--- config.mk ---
export PLATFORM = sky130hd
export DESIGN_NAME = spiRegSlave
export DESIGN_NICKNAME = d
export VERILOG_FILES = /design/src/rtl/spi_reg_pkg.sv /design/src/rtl/spiRegDatapath.sv /design/src/rtl/spiRegControl.sv /design/src/rtl/spiRegSlave.sv
export SDC_FILE = /design/constraint.sdc
export NUM_CORES = 1
export LEC_CHECK = 0
export ABC_CLOCK_PERIOD_IN_PS = 2000
export BUFFER_PORTS_ARGS = -buffer_cell sky130_fd_sc_hd__buf_2
export CORE_MARGIN = 2
export CORE_UTILIZATION = 46
export CTS_BUF_LIST = sky130_fd_sc_hd__clkbuf_8
export CTS_CLUSTER_DIAMETER = 50
export DETAILED_ROUTE_END_ITERATION = 12
export GPL_TIMING_DRIVEN = 0
export PLACE_DENSITY_LB_ADDON = 0.12
export SYNTH_ARGS = -nofsm -noshare
export SYNTH_HDL_FRONTEND = slang
export SYNTH_SLANG_ARGS = --single-unit
--- constraint.sdc ---
create_clock -name clk -period 2 [get_ports clk]
set_input_delay 0.2 -clock clk [delete_from_list [all_inputs] [get_ports clk]]
set_output_delay 0.2 -clock clk [all_outputs]
set_load 0.03 [all_outputs]
--- src/rtl/spi_reg_pkg.sv ---
package spi_reg_pkg;

  typedef struct packed {
    logic frameStart;
    logic shiftIn;
    logic mosiBit;
    logic shiftOut;
    logic loadHi;
    logic loadLo;
  } dpStrobe_t;

  typedef enum logic [1:0] {
    FS_IDLE,
    FS_HI,
    FS_LO
  } fetchState_t;

endpackage

--- src/rtl/spiRegDatapath.sv ---
module spiRegDatapath
  import spi_reg_pkg::*;
#(
  parameter int DATA_W = 8
) (
  input  logic                  clk,
  input  logic                  rstN,
  input  dpStrobe_t             strobe,
  input  logic [DATA_W-1:0]     rdData,
  output logic [2*DATA_W-1:0]   rxWord,
  output logic                  misoOut
);

  localparam int FRAME_W = 2 * DATA_W;

  logic [FRAME_W-1:0] rxReg;
  logic [FRAME_W-1:0] txReg;
  logic               misoReg;

  always_ff @(posedge clk) begin
    if (!rstN) begin
      rxReg   <= '0;
      txReg   <= '0;
      misoReg <= 1'b0;
    end else begin
      if (strobe.frameStart) begin
        txReg   <= '0;
        misoReg <= 1'b0;
      end else begin
        if (strobe.loadHi) txReg[FRAME_W-1:DATA_W] <= rdData;
        if (strobe.loadLo) txReg[DATA_W-1:0]       <= rdData;
        if (strobe.shiftOut) begin
          misoReg <= txReg[FRAME_W-1];
          txReg   <= {txReg[FRAME_W-2:0], 1'b0};
        end
      end
      if (strobe.shiftIn) rxReg <= {rxReg[FRAME_W-2:0], strobe.mosiBit};
    end
  end

  assign rxWord  = rxReg;
  assign misoOut = misoReg;

  // Word capture and serial launch never overlap
  p_load_vs_shift_r6: assert property (@(posedge clk) disable iff (!rstN)
    strobe.shiftOut |-> !(strobe.loadHi || strobe.loadLo));

endmodule

--- src/rtl/spiRegControl.sv ---
module spiRegControl
  import spi_reg_pkg::*;
#(
  parameter int ADDR_W      = 6,
  parameter int DATA_W      = 8,
  parameter int SYNC_STAGES = 2
) (
  input  logic                  clk,
  input  logic                  rstN,
  input  logic                  sclk,
  input  logic                  csN,
  input  logic                  mosi,
  input  logic [2*DATA_W-1:0]   rxWord,
  output dpStrobe_t             strobe,
  output logic [ADDR_W-1:0]     regAddr,
  output logic [DATA_W-1:0]     regWrData,
  output logic                  regWrEn
);

  localparam int FRAME_W = 2 * DATA_W;
  localparam int CNT_W   = $clog2(FRAME_W + 1);
  localparam logic [CNT_W-1:0] LAST_BIT = CNT_W'(FRAME_W - 1);
  localparam logic [CNT_W-1:0] FULL_CNT = CNT_W'(FRAME_W);

  // synchronizers, one extra stage on clock and select for edge detection
  logic [SYNC_STAGES:0]   sclkPipe;
  logic [SYNC_STAGES:0]   csPipe;
  logic [SYNC_STAGES-1:0] mosiPipe;

  always_ff @(posedge clk) begin
    if (!rstN) begin
      sclkPipe <= '1;
      csPipe   <= '1;
      mosiPipe <= '0;
    end else begin
      sclkPipe <= {sclkPipe[SYNC_STAGES-1:0], sclk};
      csPipe   <= {csPipe[SYNC_STAGES-1:0], csN};
      mosiPipe <= {mosiPipe[SYNC_STAGES-2:0], mosi};
    end
  end

  logic sclkRise, sclkFall, csFall, csRise, csActive;
  assign sclkRise = sclkPipe[SYNC_STAGES-1] & ~sclkPipe[SYNC_STAGES];
  assign sclkFall = ~sclkPipe[SYNC_STAGES-1] & sclkPipe[SYNC_STAGES];
  assign csFall   = ~csPipe[SYNC_STAGES-1] & csPipe[SYNC_STAGES];
  assign csRise   = csPipe[SYNC_STAGES-1] & ~csPipe[SYNC_STAGES];
  assign csActive = ~csPipe[SYNC_STAGES-1];

  logic [CNT_W-1:0]  bitCnt;
  logic              doneQ;
  logic              pendRd;
  logic [ADDR_W-1:0] pendAddr;
  fetchState_t       fState;

  logic              cmdWrite;
  logic [ADDR_W-1:0] cmdAddr;
  logic              bitsLeft;
  assign cmdWrite = rxWord[FRAME_W-1];
  assign cmdAddr  = rxWord[DATA_W+ADDR_W-1:DATA_W];
  assign bitsLeft = (bitCnt < FULL_CNT);

  always_ff @(posedge clk) begin
    if (!rstN) begin
      bitCnt   <= '0;
      doneQ    <= 1'b0;
      pendRd   <= 1'b0;
      pendAddr <= '0;
      fState   <= FS_IDLE;
    end else begin
      doneQ <= csActive && sclkRise && (bitCnt == LAST_BIT);
      if (csFall) bitCnt <= '0;
      else if (csActive && sclkRise && bitsLeft) bitCnt <= bitCnt + 1'b1;

      if (doneQ) begin
        pendRd   <= ~cmdWrite;
        pendAddr <= cmdAddr;
      end else if (csRise && bitCnt != FULL_CNT) begin
        pendRd <= 1'b0;
      end

      unique case (fState)
        FS_IDLE: if (csFall && pendRd) fState <= FS_HI;
        FS_HI:   fState <= FS_LO;
        default: fState <= FS_IDLE;
      endcase
    end
  end

  always_comb begin
    strobe            = '0;
    strobe.frameStart = csFall;
    strobe.shiftIn    = csActive && sclkRise && bitsLeft;
    strobe.mosiBit    = mosiPipe[SYNC_STAGES-1];
    strobe.shiftOut   = csActive && sclkFall && bitsLeft;
    strobe.loadHi     = (fState == FS_HI);
    strobe.loadLo     = (fState == FS_LO);
  end

  always_comb begin
    unique case (fState)
      FS_HI:   regAddr = {pendAddr[ADDR_W-1:1], 1'b1};
      FS_LO:   regAddr = {pendAddr[ADDR_W-1:1], 1'b0};
      default: regAddr = cmdAddr;
    endcase
  end

  assign regWrData = rxWord[DATA_W-1:0];
  assign regWrEn   = doneQ && cmdWrite;

  // one strobe per write frame
  p_wr_single_r2: assert property (@(posedge clk) disable iff (!rstN)
    regWrEn |=> !regWrEn);
  // bit counter saturates at one frame
  p_cnt_bound_r1: assert property (@(posedge clk) disable iff (!rstN)
    bitCnt <= FULL_CNT);
  // odd byte fetched, then even byte
  p_fetch_seq_r5: assert property (@(posedge clk) disable iff (!rstN)
    (fState == FS_HI) |=> (fState == FS_LO));
  // short frame leaves no read pending
  p_abort_drop_r8: assert property (@(posedge clk) disable iff (!rstN)
    (csRise && bitCnt != FULL_CNT && !doneQ) |=> !pendRd);
  // a fetch starts only at a frame start
  p_fetch_at_start_r9: assert property (@(posedge clk) disable iff (!rstN)
    $rose(fState == FS_HI) |-> $past(csFall));

endmodule

--- src/rtl/spiRegSlave.sv ---
module spiRegSlave
  import spi_reg_pkg::*;
#(
  parameter int ADDR_W      = 6,
  parameter int DATA_W      = 8,
  parameter int SYNC_STAGES = 2
) (
  input  logic              clk,
  input  logic              rstN,
  input  logic              sclk,
  input  logic              csN,
  input  logic              mosi,
  output logic              miso,
  output logic [ADDR_W-1:0] regAddr,
  output logic [DATA_W-1:0] regWrData,
  output logic              regWrEn,
  input  logic [DATA_W-1:0] regRdData
);

  dpStrobe_t           strobe;
  logic [2*DATA_W-1:0] rxWord;

  spiRegControl #(
    .ADDR_W(ADDR_W), .DATA_W(DATA_W), .SYNC_STAGES(SYNC_STAGES)
  ) uCtrl (
    .clk(clk), .rstN(rstN), .sclk(sclk), .csN(csN), .mosi(mosi),
    .rxWord(rxWord), .strobe(strobe), .regAddr(regAddr),
    .regWrData(regWrData), .regWrEn(regWrEn)
  );

  spiRegDatapath #(.DATA_W(DATA_W)) uData (
    .clk(clk), .rstN(rstN), .strobe(strobe), .rdData(regRdData),
    .rxWord(rxWord), .misoOut(miso)
  );

endmodule

==> impl_results.md <==
* PwrDens at 626 nW/um^2
* TritonCTS Sinks at 55
* Total core area at 5170 sq um
* CTS buffer count at 5
* Hpwl dp at roughly 3200 um
* Area of the multi-input gates at 1200 sq um
* Worst min-delay path class: in2reg
* Sequential share of the synthesized area at 0.443
* Area Overhead vs Synth at 12.9%
* Fill count at 498
* Max Cap Viol at 0
* Worst R2R Start: uCtrl.bitCnt[4]
* Dpl ws at -0.0504 ns
* RSZ-0062 raised after global routing: false
* Drt via density at 4.88
* Worst Clk Skew at approximately 0.011 ns
* Post-DP Area at 2710 sq um
* Reg2reg path depth at 5
* Clock-pin slew on the worst setup and hold paths at 0.09 ns
* Crit-path max cell delay at 0.37 ns
* Hold_buf cts at 0
* Mapped cell area at 2490 sq um
* FF+latch count, synth at 55
* Worst slew margin at 0.552
* Wire per inst at 12.0 um
* CP max-delay cell: dfxtp_1
* CTS H-tree depth at 2
* Core Rows at 26
* Startpoint Class: flop
* Root Driver: clkbuf_8
* Setup violators final at 0
* Residual DRC at 0
* Initial core utilization at 0.481
* Post-Synthesis Cells at 264
* Fin crit period at between 1.5 and 2 ns
* Status: finished, final reports clean
* Synth Area per Inst at 9.42 sq um
* Final instance area at 2810 sq um
* Setup Fix Bufs, Post-CTS at 0
* FF/Latch Area at 1100 sq um
* Most common cell after layout, fill and taps aside: dfxtp_1
* Vias in the first global route at 1,688
* Synth warn at 0
* Netlist cell types at 31
* P_leak at between 1 and 1.5 nW
* Min-delay src: sclk
* Placer Congestion at 0.738
* Worst setup margin at 0.144 ns
* Most frequent cells in the layout: 54 x dfxtp_1, 47 x nand2_1, 28 x buf_2
* TritonCTS clock tree: done
* Aggregate negative setup slack at 0 ns
* Skew-Pair Late Insertion Delay at ~0.31 ns
* Drt pass-1 iters at 4
* Io pins at 29
* Initial antenna violation count at 0
* GR Overflow Total at 0
* Pins over their slew limit at 0
* Pin count of the biggest net entering global routing at 16
* Total Routed Length at 4390 um
* Port bufs at 27
* Initial DRC Count at 59
* DRT antenna net count at 0
* Share of cells above drive strength 1 at 0.232
* WS Path Type: reg2out
* Die Y-Extent at 77.5 um
* Worst setup EP type: output port
* Data arrival, critical path at 1.66 ns
* Layout Nets at 317
* Placed Cells at 361
* Reg2reg setup slack at 0.40 ns
* Diodes inserted at 0
* Cell-by-cell trace of the critical path: inv_1, ha_1, clkbuf_4, nand2_1, o22ai_1, buf_2
* Maximum vdd ir drop at about 330 uV
* Resized Gates After CTS at 4
* GR Util All Layers at 0.160
* Final worst-path cycle share at 0.928
* Vias at 1,791
* Clk buf depth at 2
* Reg2reg end: uData.txReg[13]
* WHS Path Cells at 2
* Synthesized Nets at between 200 and 300
* Maximum clock rate at 0.539 GHz
* Worst Hold Path EP: uCtrl.sclkPipe[0]
* First-pass GRT wire length at about 7700 um
* Crit path max fanout at 10
* Final Hold Fails at 0
* Tightest Pin Transition at 0.671 ns
* Die area at 6010 sq um
* Die width at 77.5 um
* Crit path required time at 1.80 ns
* Fin cells at 367
cell families after synthesis:
logic type,count (synthesis),share of synthesized area
AO/OA/AOI/OAI,44,0.155
AND/OR/NAND/NOR,93,0.180
flip-flops,55,0.443
adder cells (fa/ha/maj),8,0.0403
multiplexers,26,0.105
buffers and inverters,38,0.0775
per-layer routing:
| layer | track usage | up-vias | part of all wire | routed length [um] |
|---|---|---|---|---|
| met5 | 0 | - | 0 | 0 |
| met1 | 0.209 | 821 | 0.50 | 2200 |
| met4 | 0.0589 | 0 | 0.015 | 67 |
| li1 | - | 939 | - | - |
| met2 | 0.263 | 25 | 0.45 | 1970 |
| met3 | 0.0326 | 6 | 0.037 | 163 |
Yosys cell counts:
master	count	area share
nand4_1	1	0.0025
nor2_1	19	0.029
nand3b_1	4	0.012
a21oi_1	3	0.0060
o22ai_1	5	0.013
or3_1	1	0.0025
nor3b_1	1	0.0030
or4b_1	2	0.0081
buf_4	8	0.024
and3_1	1	0.0025
ha_1	8	0.040
nor4b_4	1	0.0096
a21boi_0	15	0.045
and2_1	3	0.0075
buf_2	4	0.0081
inv_1	13	0.020
dfxtp_1	55	0.44
a211oi_2	15	0.075
nand2b_1	6	0.015
buf_6	2	0.0091
a311oi_1	1	0.0035
a21boi_1	1	0.0030
o21ai_0	3	0.0060
mux2i_1	25	0.10
buf_1	1	0.0015
mux2_2	1	0.0045
nor2b_1	6	0.015
nand3_1	1	0.0020
clkbuf_1	10	0.015
nand2_1	47	0.071
a31oi_1	1	0.0025
how the worst max path moves through the flow:
stage / start / end
floorplan: uCtrl.fState[1] / regAddr[1]
global placement: uCtrl.fState[1] / regAddr[1]
detailed placement: uCtrl.fState[1] / regAddr[4]
CTS: uCtrl.fState[0] / regAddr[4]
global route: uCtrl.fState[1] / regAddr[2]
finish: uCtrl.fState[1] / regAddr[1]
worst max-delay path, delay by kind of cell (launching register included):
family          cells  cell delay, ns
compound gates      1            0.09
fa+ha+maj           1            0.30
flops               1            0.37
buf+inv             3            0.51
simple gates        1            0.07
report_power, final:
group	switching, W	total [W]	leakage (nW)	internal (W)
Combinational	0.0000383	0.0000661	0.578	0.0000278
Clock	0.000344	0.000581	0.0505	0.000237
Sequential	0.00000540	0.00111	0.445	0.00110
Total	0.000388	0.00176	1.07	0.00137
flip-flops by register name, indices dropped and copies added, names as in the netlist:
signal / cells
uCtrl.bitCnt: 5
uCtrl.csPipe: 3
uCtrl.doneQ: 1
uCtrl.fState: 2
uCtrl.mosiPipe: 2
uCtrl.pendAddr: 5
uCtrl.pendRd: 1
uCtrl.sclkPipe: 3
uData.misoOut: 1
uData.rxWord: 16
uData.txReg: 16
metrics by stage:
stage	power, W	hold WS, ns	util
after global placement	0.00120	0.381	0.524
after detailed placement	0.00120	0.383	0.524
after CTS	0.00178	0.0648	0.540
after floorplan	0.00118	0.301	-
after global routing	0.00183	0.0730	0.543
final	0.00176	0.0742	0.543
final cells by class:
cell class / count / area share
inverters: 13 / 0.0174
multi-input cells: 171 / 0.429
clock buffers: 5 / 0.0245
repair buffers: 27 / 0.0508
flip-flops and latches: 55 / 0.393
well taps: 70 / 0.0312
plain buffers: 23 / 0.0499
clock inverters: 3 / 0.00446
Note: power is estimated with default switching activity, not from simulation.
